File: config.mk
export PLATFORM = sky130hd
export DESIGN_NAME = dual_mode_mapper
export DESIGN_NICKNAME = d
export VERILOG_FILES = /design/src/rtl/mapper_pkg.sv /design/src/rtl/mapper_ctrl.sv /design/src/rtl/mapper_datapath.sv /design/src/rtl/dual_mode_mapper.sv
export SDC_FILE = /design/constraint.sdc
export NUM_CORES = 1
export LEC_CHECK = 0
export ABC_AREA = 1
export BUFFER_PORTS_ARGS = -buffer_cell sky130_fd_sc_hd__buf_2
export CAP_MARGIN = 40
export CORE_MARGIN = 2
export CORE_UTILIZATION = 50
export DETAILED_ROUTE_END_ITERATION = 6
export PLACE_DENSITY = 0.78
export SYNTH_ARGS = -nofsm -noshare
export SYNTH_HDL_FRONTEND = slang
export SYNTH_HIERARCHICAL = 1
export SYNTH_SLANG_ARGS = --single-unit
File: constraint.sdc
create_clock -name clk -period 4.3 [get_ports clk]
set_input_delay 0.86 -clock clk [delete_from_list [all_inputs] [get_ports clk]]
set_output_delay 0.86 -clock clk [all_outputs]
set_load 0.05 [all_outputs]
File: src/rtl/mapper_pkg.sv
package mapper_pkg;

  localparam int CHR_SLOTS = 8;
  localparam int CHR_IDX_W = $clog2(CHR_SLOTS);
  localparam logic [15:0] MODE_ADDR = 16'hA131;

  // Load strobes from the address decoder to the register file
  typedef struct packed {
    logic                 modeLoad;
    logic                 prg0Load;
    logic                 prg1Load;
    logic                 mirrorLoad;
    logic                 chrLoLoad;
    logic                 chrHiLoad;
    logic [CHR_IDX_W-1:0] chrIdx;
  } mapStrobe_t;

endpackage

File: src/rtl/mapper_ctrl.sv
module mapper_ctrl
  import mapper_pkg::*;
(
  input  logic        clk,
  input  logic        rstN,
  input  logic [15:0] cpuAddr,
  input  logic        cpuWrite,
  input  logic        altMode,
  output mapStrobe_t  strb,
  output logic        extWrite
);

  logic       isModeAddr;
  logic       inChrRange;
  logic [15:0] maskedAddr;
  logic [2:0] regionMinus;
  logic       localWrite;

  assign isModeAddr  = (cpuAddr == MODE_ADDR);
  assign inChrRange  = (cpuAddr >= 16'hB000) && (cpuAddr <= 16'hEFFF);
  assign maskedAddr  = cpuAddr & 16'hF003;
  assign regionMinus = cpuAddr[14:12] - 3'd3;
  assign localWrite  = cpuWrite && !isModeAddr && !altMode;

  always_comb begin
    strb            = '0;
    strb.modeLoad   = cpuWrite && isModeAddr;
    strb.chrIdx     = {regionMinus[1:0], cpuAddr[1]};
    if (localWrite) begin
      if (inChrRange) begin
        strb.chrLoLoad = !cpuAddr[0];
        strb.chrHiLoad = cpuAddr[0];
      end else begin
        strb.prg0Load   = (maskedAddr == 16'h8000);
        strb.mirrorLoad = (maskedAddr == 16'h9000);
        strb.prg1Load   = (maskedAddr == 16'hA000);
      end
    end
  end

  assign extWrite = cpuWrite && altMode && !isModeAddr;

  // the decoder never raises two loads at once
  p_strobe_onehot_r3: assert property (@(posedge clk) disable iff (!rstN)
    $onehot0({strb.modeLoad, strb.prg0Load, strb.prg1Load,
              strb.mirrorLoad, strb.chrLoLoad, strb.chrHiLoad}));

  // no native register load while delegated
  p_no_local_alt_r10: assert property (@(posedge clk) disable iff (!rstN)
    altMode |-> !(strb.prg0Load || strb.prg1Load || strb.mirrorLoad ||
                  strb.chrLoLoad || strb.chrHiLoad));

  // forwarded write and local loads are exclusive
  p_ext_exclusive_r12: assert property (@(posedge clk) disable iff (!rstN)
    extWrite |-> !(strb.modeLoad || strb.prg0Load || strb.chrLoLoad || strb.chrHiLoad));

endmodule

File: src/rtl/mapper_datapath.sv
module mapper_datapath
  import mapper_pkg::*;
#(
  parameter int PRG_BANKS = 12,
  localparam int PRG_BANK_W = $clog2(PRG_BANKS),
  localparam int PRG_ADDR_W = PRG_BANK_W + 13
)(
  input  logic                  clk,
  input  logic                  rstN,
  input  mapStrobe_t            strb,
  input  logic [7:0]            cpuData,
  input  logic [15:0]           cpuAddr,
  input  logic [13:0]           ppuAddr,
  input  logic [7:0]            extPrgBank,
  input  logic [7:0]            extChrBank,
  input  logic                  extMirrorH,
  output logic                  altMode,
  output logic [PRG_ADDR_W-1:0] prgRomAddr,
  output logic [18:0]           chrAddr,
  output logic                  ntA10
);

  localparam logic [PRG_BANK_W-1:0] LAST_BANK = PRG_BANK_W'(PRG_BANKS - 1);
  localparam logic [PRG_BANK_W-1:0] PENULT_BANK = PRG_BANK_W'(PRG_BANKS - 2);

  logic [7:0] modeReg;
  logic [7:0] prgReg0;
  logic [7:0] prgReg1;
  logic [7:0] mirrorReg;
  logic [7:0] chrReg [CHR_SLOTS];

  always_ff @(posedge clk or negedge rstN) begin
    if (!rstN) begin
      modeReg   <= '0;
      prgReg0   <= '0;
      prgReg1   <= '0;
      mirrorReg <= '0;
    end else begin
      if (strb.modeLoad)   modeReg   <= cpuData;
      if (strb.prg0Load)   prgReg0   <= cpuData;
      if (strb.prg1Load)   prgReg1   <= cpuData;
      if (strb.mirrorLoad) mirrorReg <= cpuData;
    end
  end

  for (genvar g = 0; g < CHR_SLOTS; g++) begin : g_chr
    always_ff @(posedge clk or negedge rstN) begin
      if (!rstN) begin
        chrReg[g] <= '0;
      end else if (strb.chrIdx == CHR_IDX_W'(g)) begin
        if (strb.chrLoLoad) chrReg[g][3:0] <= cpuData[3:0];
        if (strb.chrHiLoad) chrReg[g][7:4] <= cpuData[3:0];
      end
    end
  end

  assign altMode = modeReg[1];

  // Program window mapping
  logic [7:0]            prgSel;
  logic [PRG_BANK_W-1:0] prgBank;

  always_comb begin
    prgSel  = altMode ? extPrgBank : (cpuAddr[13] ? prgReg1 : prgReg0);
    prgBank = PRG_BANK_W'(32'(prgSel) % PRG_BANKS);
    if (!altMode && cpuAddr[14])
      prgBank = cpuAddr[13] ? LAST_BANK : PENULT_BANK;
  end

  assign prgRomAddr = {prgBank, cpuAddr[12:0]};

  // Pattern mapping with per-region outer bit
  logic outerBit;
  always_comb begin
    if (!ppuAddr[12])      outerBit = modeReg[3];
    else if (!ppuAddr[11]) outerBit = modeReg[5];
    else                   outerBit = modeReg[7];
  end

  assign chrAddr = altMode ? {outerBit, extChrBank, ppuAddr[9:0]}
                           : {1'b0, chrReg[ppuAddr[12:10]], ppuAddr[9:0]};

  logic mirrorH;
  assign mirrorH = altMode ? extMirrorH : mirrorReg[0];
  assign ntA10   = mirrorH ? ppuAddr[11] : ppuAddr[10];

  // mode write lands on the following edge
  p_mode_load_r1: assert property (@(posedge clk) disable iff (!rstN)
    strb.modeLoad |=> (modeReg == $past(cpuData)));

  // native registers frozen while delegated
  p_alt_hold_r10: assert property (@(posedge clk) disable iff (!rstN)
    (altMode && !strb.modeLoad) |=>
      ($stable(prgReg0) && $stable(prgReg1) && $stable(mirrorReg)));

  // top window pinned to the last bank
  p_last_window_r4: assert property (@(posedge clk) disable iff (!rstN)
    (!altMode && cpuAddr[15:13] == 3'b111) |->
      (prgRomAddr[PRG_ADDR_W-1:13] == LAST_BANK));

  // outer bit low for the low region when mode bit 3 is clear
  p_outer_low_r9: assert property (@(posedge clk) disable iff (!rstN)
    (altMode && !modeReg[3] && !ppuAddr[12]) |-> !chrAddr[18]);

endmodule

File: src/rtl/dual_mode_mapper.sv
module dual_mode_mapper
  import mapper_pkg::*;
#(
  parameter int PRG_BANKS = 12,
  localparam int PRG_BANK_W = $clog2(PRG_BANKS)
)(
  input  logic                    clk,
  input  logic                    rstN,
  input  logic [15:0]             cpuAddr,
  input  logic [7:0]              cpuData,
  input  logic                    cpuWrite,
  input  logic [13:0]             ppuAddr,
  input  logic [7:0]              extPrgBank,
  input  logic [7:0]              extChrBank,
  input  logic                    extMirrorH,
  input  logic                    extIrq,
  output logic                    extWrite,
  output logic [PRG_BANK_W+12:0]  prgRomAddr,
  output logic [18:0]             chrAddr,
  output logic                    ntA10,
  output logic                    irq
);

  mapStrobe_t strb;
  logic       altMode;

  mapper_ctrl i_ctrl (
    .clk      (clk),
    .rstN     (rstN),
    .cpuAddr  (cpuAddr),
    .cpuWrite (cpuWrite),
    .altMode  (altMode),
    .strb     (strb),
    .extWrite (extWrite)
  );

  mapper_datapath #(.PRG_BANKS(PRG_BANKS)) i_dp (
    .clk        (clk),
    .rstN       (rstN),
    .strb       (strb),
    .cpuData    (cpuData),
    .cpuAddr    (cpuAddr),
    .ppuAddr    (ppuAddr),
    .extPrgBank (extPrgBank),
    .extChrBank (extChrBank),
    .extMirrorH (extMirrorH),
    .altMode    (altMode),
    .prgRomAddr (prgRomAddr),
    .chrAddr    (chrAddr),
    .ntA10      (ntA10)
  );

  assign irq = altMode && extIrq;

  // interrupt only from the external unit in delegated mode
  p_irq_gate_r11: assert property (@(posedge clk) disable iff (!rstN)
    irq |-> (extIrq && altMode));

endmodule

==> metrics.txt, run 1 <==
Total GRT Usage=0.244; Worst R2R Start=i_dp/modeReg[1]$_DFFE_PN0P_; Final ANT Viol Nets=0; Placed Instances=793; grt ovf=0; worst hold-check path type=in2async; DR DRC count=0; diode count=0; Post-synth EDFFs=0; Layout Utilization=0.604; library cells used by synthesis=34; max_cap viols=0; CP Max Fanout=5; register area=0.00213 mm²; full die area=0.0103 mm²; R2R Setup Slk=2.29 ns; DR top layer=met4; WL met2=5980 µm; DR iter-0 viols=283; WP data required=between 3 and 4 ns; Met3 Routed Length=809 µm; FILL cells=slightly above 800; clk sinks=85; Setup Skew=0.00654 ns; DR vias=4,428; final weighted congestion in routability-driven placement=0.869; final hold vios=0; Max Slew Vio Count=0; Slew HR=0.569; Clock Tree Root=clkbuf_8; status=finished, final reports clean; Mapped Area=between 0.004 and 0.005 mm²; first-pass GRT wire length=19,700 µm; layout cell share with drive strength beyond 1=0.235; Total Neg Setup Slack=0 ns; initial antenna violation count=0; Die Y=102 µm; Worst-Skew Late Latency=between 0.3 and 0.4 ns; DR pass1 iterations=5; met1 WL=5220 µm; final setup violating endpoints=0; crit-path cells=buf_12, inv_8, nand2_4, nand2_4, nand2_4, nand2_4, ha_4, nand3b_1, nand2_2, nand3_2, nand2_2, nand2_1, nand3_2, nand2_2, nor2_2, nand3_2, and2_4, ha_4, nor2_4, nand3_2, nand2_1, nand2_1, nor2_2, buf_6; crit path launch type=input pin; Leakage=2.74 nW; Post-Synthesis Cells=620; min cycle time layout=4.29 ns; Post-Route WL=12,200 µm; Die W=102 µm; vias in the first global route=4,280; H-tree levels=3; total CTS buffers=9; Top Ports=98; post-synthesis register bit count=85; synth warn=6; Slew @ Worst Pin=0.646 ns; Post-Syn Nets=685; Placed Area=0.00514 mm²; Initial Util=0.515; Final Cell Area=0.00558 mm²; Syn-to-layout area delta=17.1%; IO Port Bufs=76; Multi-input gate area=0.00228 mm²; Hold Buf Count CTS=0; WL/cell=approximately 15 µm; non-filler instance count after layout=815; Clock Path Buffers=2; Final #Nets=746; fin crit share=0.999; TritonCTS clock tree=yes; ys flop type=dfrtp_1; largest net degree at the start of global routing=45; sequential element share of the synthesized area=0.447; number of placement rows=35; critical path class=in2out; hpwl dp=8480 µm; CP max-delay cell=ha_4; VDD IR max=0.000196 V; crit end category=output port; FMAX=233 MHz; mean post-synth cell area=roughly 7.7 µm²; vias per cell=5.43; crit path launch=cpuAddr[13]; Power Density=322 mW/mm²; asr flop ratio synth=1.00; Core Area=0.00924 mm²; Clock transition at path regs=0.08 ns; peak per-stage delay on the critical path=approximately 0.19 ns; crit path DAT=3.43 ns; RSZ-0062 raised after global routing=yes
[worst max-delay path: cells and delay by family]
kind          cells  cell delay (ns)
fa+ha+maj         2             0.34
simple gates     19             1.88
buf+inv           3             0.35
[final cells by class]
cell class,count,share of cell area
clock buffers,11,0.0254
clock inverters,5,0.0191
inverters,44,0.0314
multi-input cells,443,0.408
flip-flops and latches,85,0.382
well taps,129,0.0289
repair buffers,98,0.105
[logic make-up after synthesis]
logic type	after synthesis	synth area share
AND/OR/NAND/NOR	282	0.257
buffers and inverters	92	0.0983
flip-flops	85	0.447
multiplexers	4	0.00946
adder cells (fa/ha/maj)	6	0.0158
AO/OA/AOI/OAI	151	0.173
[registers in the layout, indices dropped and copies added (netlist names)]
register,flops
i_dp/prgReg0,8
i_dp/modeReg,4
i_dp/prgReg1,8
i_dp/mirrorReg,1
i_dp/chrReg,64
[layer usage]
metal  global-route usage  up-vias
met5                    0        -
met4               0.0863        0
met3               0.0317       25
met2                0.426      165
met1                0.311     2077
li1                     -     2161
[per-stage QoR]
step / hold slack (ns) / total power, W / worst slack (ns)
3_5_place_dp: 0.468 / 0.00109 / -0.208
2_1_floorplan: 0.448 / 0.00103 / 0.103
5_1_grt: 0.516 / 0.00187 / -0.142
3_3_place_gp: 0.462 / 0.00108 / -0.0173
6_report: 0.476 / 0.00180 / 0.00537
4_1_cts: 0.487 / 0.00179 / 0.0127
[cells in the mapped netlist, types with 2 or more instances]
cell type	instances	area, µm²
nor2_1	68	255
ha_1	6	75.1
o21ai_0	119	596
inv_1	39	146
nor3_1	2	10.0
mux2_2	4	45.0
o221ai_1	16	140
nand3_1	39	195
nand2_2	7	43.8
buf_4	25	188
clkbuf_1	19	71.3
buf_6	2	22.5
nand4_1	8	50.1
a21oi_1	12	60.1
dfrtp_1	85	2130
nand3_2	5	50.1
nor2_2	2	12.5
inv_2	3	11.3
nand2_1	144	541
[cells in the final DEF (no fill, tap or decap), types with 2 or more instances in the layout]
cell type / count
ha_4: 2
buf_4: 22
nand2_2: 13
buf_12: 2
nand2_1: 135
nor2_4: 2
a21oi_1: 12
clkbuf_8: 10
o21ai_0: 119
nand3_2: 12
ha_1: 4
dfrtp_1: 84
buf_6: 2
o221ai_1: 16
nand3_1: 32
inv_2: 3
nand4_1: 8
bufinv_16: 3
nor2_2: 3
buf_2: 72
nand2_4: 4
nor3_1: 2
inv_1: 38
nor2_1: 66
mux2_2: 4
[path summary, 6_finish.rpt]
kind	cells after the start	endpoint
min	1	i_dp/chrReg[49]$_DFFE_PN0P_
max in group asynchronous	2	i_dp/chrReg[30]$_DFFE_PN0P_
min reg2reg	2	i_dp/chrReg[50]$_DFFE_PN0P_
min in group clk	2	i_dp/chrReg[50]$_DFFE_PN0P_
max	24	prgRomAddr[15]
max reg2reg	6	i_dp/chrReg[44]$_DFFE_PN0P_
[what timing repair did]
action                     4_1_cts  5_1_grt
pin swaps                        9       19
setup buffers                    5        1
resized for setup               12       27
setup endpoints to repair        2        2
[report_power, final]
| group | switching, W | internal, W | leakage (nW) |
|---|---|---|---|
| sequential | 0.0000000720 | 0.000799 | 1.13 |
| clock | 0.000284 | 0.000404 | 0.120 |
| combinational | 0.000212 | 0.0000995 | 1.49 |
(Power assumes the default switching activity.)
==> run 2: changes to the inputs <==
--- a/config.mk
+++ b/config.mk
@@ -11,7 +11,8 @@
 export CORE_MARGIN = 2
 export CORE_UTILIZATION = 50
 export DETAILED_ROUTE_END_ITERATION = 6
-export PLACE_DENSITY = 0.78
+export PLACE_DENSITY = 0.82
+export SKIP_CTS_REPAIR_TIMING = 1
 export SYNTH_ARGS = -nofsm -noshare
 export SYNTH_HDL_FRONTEND = slang
 export SYNTH_HIERARCHICAL = 1
==> metrics.txt, run 2 (synthesis gave the netlist of run 1 again) <==
status=finished, final reports clean; worst path bufs/invs=5 (+2); R2R Setup Slk=2.07 ns (-0.22 ns); FMAX=236 MHz (+1.3%); DR DRC count=0 (unchanged); full die area=0.0103 mm² (unchanged); Initial Util=0.515 (unchanged); critical path class=in2out; FILL cells=807 (-1.5%); Layout Utilization=0.602 (-0.00162); WL/cell=15.0 µm (+0.34%); peak per-stage delay on the critical path=0.20 ns (about the same); TritonCTS clock tree=yes; clk sinks=85 (unchanged); hpwl dp=8670 µm (+2.2%); initial antenna violation count=0 (unchanged); Slew HR=0.604 (+0.0351); DR vias=4,479 (+1.2%); number of placement rows=35 (unchanged); RSZ-0062 raised after global routing=yes; Final #Nets=747 (+0.13%); sequential share of power=0.455 (+0.011); IO Port Bufs=76 (unchanged); FF-to-FF path depth=6 (unchanged); Largest Register=i_dp/chrReg; min cycle time layout=4.24 ns (-0.0559 ns); r2r endpoint=i_dp/chrReg[47]$_DFFE_PN0P_; Post-Route WL=12,300 µm (+0.47%); Worst R2R Start=i_dp/modeReg[1]$_DFFE_PN0P_; H-tree levels=3 (unchanged); met1 WL=5260 µm (+0.75%); final setup violating endpoints=0 (unchanged); Top Ports=98 (unchanged); Die Y=102 µm (unchanged); largest net degree at the start of global routing=53 (+18%); CP max-delay cell=ha_4; WP data required=3.44 ns (about the same); grt ovf=0 (unchanged); non-filler instance count after layout=816 (+0.12%); final hold vios=0 (unchanged); total CTS buffers=9 (unchanged); vias in the first global route=4,108 (-4.0%); Met3 Routed Length=1030 µm (+27%); CP Max Fanout=5 (unchanged); Syn-to-layout area delta=16.8%; Slew @ Worst Pin=0.592 ns (-0.0541 ns); Placed Instances=794 (+0.13%); crit end category=output port; part of the power in the clock network=0.369 (-0.014); DR iter-0 viols=339 (+20%); Total GRT Usage=0.245 (+0.000958); Leakage=2.73 nW (-0.47%); biggest regs=i_dp/chrReg: 64 flops, i_dp/prgReg0: 8 flops, i_dp/prgReg1: 8 flops; vias per cell=5.49 (+1.0%); DR top layer=met4; most common cell after layout, fill and taps aside=nand2_1; WL met2=5830 µm (-2.6%); first-pass GRT wire length=19,700 µm (about the same); net load switching power=0.000509 W (+2.6%); delay-heaviest family, CP=simple AND/OR/NAND/NOR gates; Core Area=0.00924 mm² (unchanged); Power Density=316 mW/mm² (-2.0%); fin crit share=0.986 (-0.0130); most frequent cells in the layout=nand2_1, o21ai_0, dfrtp_1; Final ANT Viol Nets=0 (unchanged); Max Slew Vio Count=0 (unchanged); crit path DAT=3.38 ns (-0.05 ns); Worst-Skew Late Latency=0.36 ns (about the same); worst hold slack=0.439 ns (-0.0372 ns); max reg flops=64 (unchanged); Clock Tree Root=clkbuf_8; VDD IR max=0.000143 V (-27%); final weighted congestion in routability-driven placement=0.877 (+0.96%); sw frac=0.290 (+0.0137); DR pass1 iterations=5 (unchanged); worst hold-check path type=in2async; layout cell share with drive strength beyond 1=0.234 (-0.000342); Clock Path Buffers=2 (unchanged); crit path launch type=input pin; max_cap viols=0 (unchanged); most used cell along the critical path=nand2_2; Pint=0.00125 W (-4.1%); diode count=0 (unchanged); Clock transition at path regs=0.09 ns (about the same); Setup Skew=0.00710 ns (+0.000564 ns); combinational power share=0.177 (+0.004); overall power=0.00176 W (-2.3%); Die W=102 µm (unchanged)
run 2: cell count changes in the layout (fill, tap and decap cells not counted):
cell and delta:
a21oi_1 -1, a21oi_2 +1, bufinv_16 -1, buf_16 +1, nor2_1 +1, clkinv_4 +1
nor2_2 -1, nand2_4 -2, buf_4 +1, clkbuf_1 -1, nand2_1 +2, buf_12 -1
inv_6 +1
run 2: power groups by stage:
stage | registers, W | logic [W] | clock network [W]
after global placement | 0.000815 | 0.000268 | 0
final | 0.000799 | 0.000310 | 0.000648
after floorplan | 0.000815 | 0.000210 | 0
after global routing | 0.000799 | 0.000339 | 0.000692
after detailed placement | 0.000815 | 0.000279 | 0
after CTS | 0.000799 | 0.000280 | 0.000658
run 2: worst max-delay path by stage:
stage / start / depth (start not counted) / end
5_1_grt: cpuAddr[13] / 26 / prgRomAddr[15]
6_report: cpuAddr[13] / 26 / prgRomAddr[15]
3_5_place_dp: cpuAddr[13] / 25 / prgRomAddr[15]
4_1_cts: i_dp/modeReg[1]$_DFFE_PN0P_ / 23 / prgRomAddr[15]
3_3_place_gp: cpuAddr[13] / 24 / prgRomAddr[15]
2_1_floorplan: cpuAddr[13] / 23 / prgRomAddr[15]
run 2: per-layer routing:
layer	GRT usage	vias to the layer above
li1	-	2172
met1	0.329	2080
met2	0.392	211
met3	0.0442	16
met4	0.101	0
met5	0	-
run 2: cell type report:
type,count,area [µm²],share of cell area
clock inverters,6,93.8,0.0169
repair buffers,99,603,0.108
multi-input cells,443,2260,0.407
inverters,44,175,0.0315
flip-flops and latches,85,2130,0.383
well taps,129,161,0.0290
clock buffers,10,138,0.0247
run 2: worst reg2reg max path, stage by stage, from the launching register on:
cell and delay (ns):
dfrtp_2 0.52, buf_4 0.23, inv_1 0.16, nand4_1 0.12, nor2_1 0.48, nand3_1 0.37
o21ai_0 0.28
run 2: per-stage QoR:
step	area, µm²	setup slack (ns)	setup TNS [ns]
floorplan	4760	0.103	0
global placement	5120	-0.0201	-0.0396
detailed placement	5150	-0.162	-0.310
CTS	5380	-0.197	-0.382
global route	5560	-0.125	-0.204
finish	5560	0.0613	0
==> run 3: changes to the inputs <==
--- a/config.mk
+++ b/config.mk
@@ -8,6 +8,7 @@
 export ABC_AREA = 1
 export BUFFER_PORTS_ARGS = -buffer_cell sky130_fd_sc_hd__buf_2
 export CAP_MARGIN = 40
+export CORE_ASPECT_RATIO = 1.1
 export CORE_MARGIN = 2
 export CORE_UTILIZATION = 50
 export DETAILED_ROUTE_END_ITERATION = 6
==> metrics.txt, run 3 (synthesis gave the netlist of run 1 again) <==
H-tree levels=3 (unchanged); Placed Area=0.00514 mm² (-0.19%); vias per cell=5.65 (+2.9%); number of placement rows=37 (+5.7%); fin crit share=0.988 (+0.00259); critical path depth=26 (unchanged); R2R Setup Slk=1.95 ns (-0.12 ns); worst hold-check path type=in2async; max reg flops=64 (unchanged); most used cell along the critical path=nand2_2; diode count=0 (unchanged); Clock transition at path regs=0.07 ns (-0.02 ns); grt ovf=0 (unchanged); Power Density=322 mW/mm² (+2.1%); max_cap viols=0 (unchanged); Clock Path Buffers=2 (unchanged); worst path bufs/invs=4 (-1); DR pass1 iterations=6 (+1); min cycle time layout=4.25 ns (+0.0112 ns); Max Slew Vio Count=0 (unchanged); VDD IR max=0.000186 V (+30%); CP Max Fanout=5 (unchanged); Die W=97.0 µm (-4.5%); FMAX=235 MHz (-0.26%); Leakage=2.71 nW (-0.72%); FILL cells=834 (+3.3%); final hold vios=0 (unchanged); Slew HR=0.570 (-0.0346); Core Area=0.00931 mm² (+0.70%); TritonCTS clock tree=yes; crit path launch type=input pin; biggest regs=i_dp/chrReg: 64 flops, i_dp/prgReg0: 8 flops, i_dp/prgReg1: 8 flops; non-filler instance count after layout=798 (-2.2%); Final #Nets=741 (-0.80%); layout cell share with drive strength beyond 1=0.223 (-0.0112); peak per-stage delay on the critical path=0.20 ns (about the same); crit end category=output port; Initial Util=0.512 (-0.00360); final setup violating endpoints=0 (unchanged); Final Cell Area=0.00552 mm² (-0.74%); Syn-to-layout area delta=16.0%; hpwl dp=8430 µm (-2.8%); crit path launch=cpuAddr[13]; clk sinks=85 (unchanged); crit path DAT=3.39 ns (about the same); Total Neg Setup Slack=0 ns (unchanged); Die Y=106 µm (+4.7%); Worst R2R Start=i_dp/modeReg[1]$_DFFE_PN0P_; Slew @ Worst Pin=0.645 ns (+0.0534 ns); full die area=0.0103 mm² (about the same); delay-heaviest family, CP=simple AND/OR/NAND/NOR gates; IO Port Bufs=76 (unchanged); total CTS buffers=9 (unchanged); Post-Route WL=12,300 µm (+0.55%); Final Worst Setup Slack=0.0501 ns (-0.0112 ns); final weighted congestion in routability-driven placement=0.890 (+1.4%); Placed Instances=780 (-1.8%); WL/cell=15.5 µm (+2.8%); largest net degree at the start of global routing=57 (+7.5%); pre-CTS setup slack=-0.161 ns (+0.000662 ns); DR DRC count=0 (unchanged); initial antenna violation count=0 (unchanged); critical path class=in2out; Final ANT Viol Nets=0 (unchanged); most common cell after layout, fill and taps aside=nand2_1; CP max-delay cell=ha_4; Top Ports=98 (unchanged); Largest Register=i_dp/chrReg; Worst-Skew Late Latency=0.35 ns (about the same); vias in the first global route=4,289 (+4.4%); most frequent cells in the layout=nand2_1, o21ai_0, dfrtp_1; status=finished, final reports clean; DR vias=4,506 (+0.60%); FF-to-FF path depth=7 (+1); RSZ-0062 raised after global routing=yes; r2r endpoint=i_dp/chrReg[9]$_DFFE_PN0P_; Clock Tree Root=clkbuf_8; Setup Skew=0.00769 ns (+0.000592 ns); Total GRT Usage=0.237 (-0.00753); WP data required=3.44 ns (about the same); first-pass GRT wire length=20,000 µm (+1.5%); DR iter-0 viols=371 (+9.4%); CP endpoint=prgRomAddr[15]
-- run 3: cell types whose count changed in the layout (fill, tap and decap cells not counted), moves of 2 or more --
cell      change
buf_4         -7
clkbuf_1      +2
inv_6         -2
nand3_1       +2
nand3_2       -2
-- run 3: layout make-up --
class	count	area, µm²	share of cell area
tap	117	146	0.0265
inverter	44	175	0.0317
clock inverter	4	95.1	0.0172
sequential	85	2130	0.386
clock buffer	12	145	0.0263
timing repair buffer	93	578	0.105
multi-input combinational	443	2250	0.408
-- run 3: where the power goes --
part / leakage, nW / internal (W) / switching (W)
Clock: 0.121 / 0.000402 / 0.000271
Sequential: 1.13 / 0.000799 / 0.0000000768
Combinational: 1.46 / 0.0000989 / 0.000209
Total: 2.71 / 0.00130 / 0.000480
-- run 3: worst register-to-register path: stages (launching register included) --
cell and delay [ns]:
dfrtp_2 0.50, buf_4 0.23, inv_1 0.16, nand4_1 0.11
nor2_1 0.50, nand3_1 0.40, nand2_1 0.19, o21ai_0 0.11
-- run 3: per-stage QoR --
stage	power (W)	hold WS (ns)	util
final	0.00178	0.440	0.593
after global routing	0.00185	0.454	0.593
after CTS	0.00176	0.439	0.578
after detailed placement	0.00109	0.469	0.553
after global placement	0.00108	0.461	0.547
after floorplan	0.00103	0.448	-
-- run 3: how the worst min path moves through the flow --
stage                                start                     endpoint  depth (start not counted)
2_1_floorplan  i_dp/chrReg[10]$_DFFE_PN0P_  i_dp/chrReg[10]$_DFFE_PN0P_                          2
3_3_place_gp   i_dp/chrReg[49]$_DFFE_PN0P_  i_dp/chrReg[49]$_DFFE_PN0P_                          2
3_5_place_dp   i_dp/chrReg[48]$_DFFE_PN0P_  i_dp/chrReg[48]$_DFFE_PN0P_                          2
4_1_cts                               rstN   i_dp/chrReg[8]$_DFFE_PN0P_                          1
5_1_grt                               rstN  i_dp/chrReg[11]$_DFFE_PN0P_                          1
6_report                              rstN  i_dp/chrReg[11]$_DFFE_PN0P_                          1
-- run 3: metal layers --
layer / up-vias / wire, µm / global-route usage
li1: 2153 / - / -
met3: 36 / 1060 / 0.0309
met5: - / 0 / 0
met2: 229 / 5890 / 0.404
met1: 2088 / 5080 / 0.308
met4: 0 / 304 / 0.0936
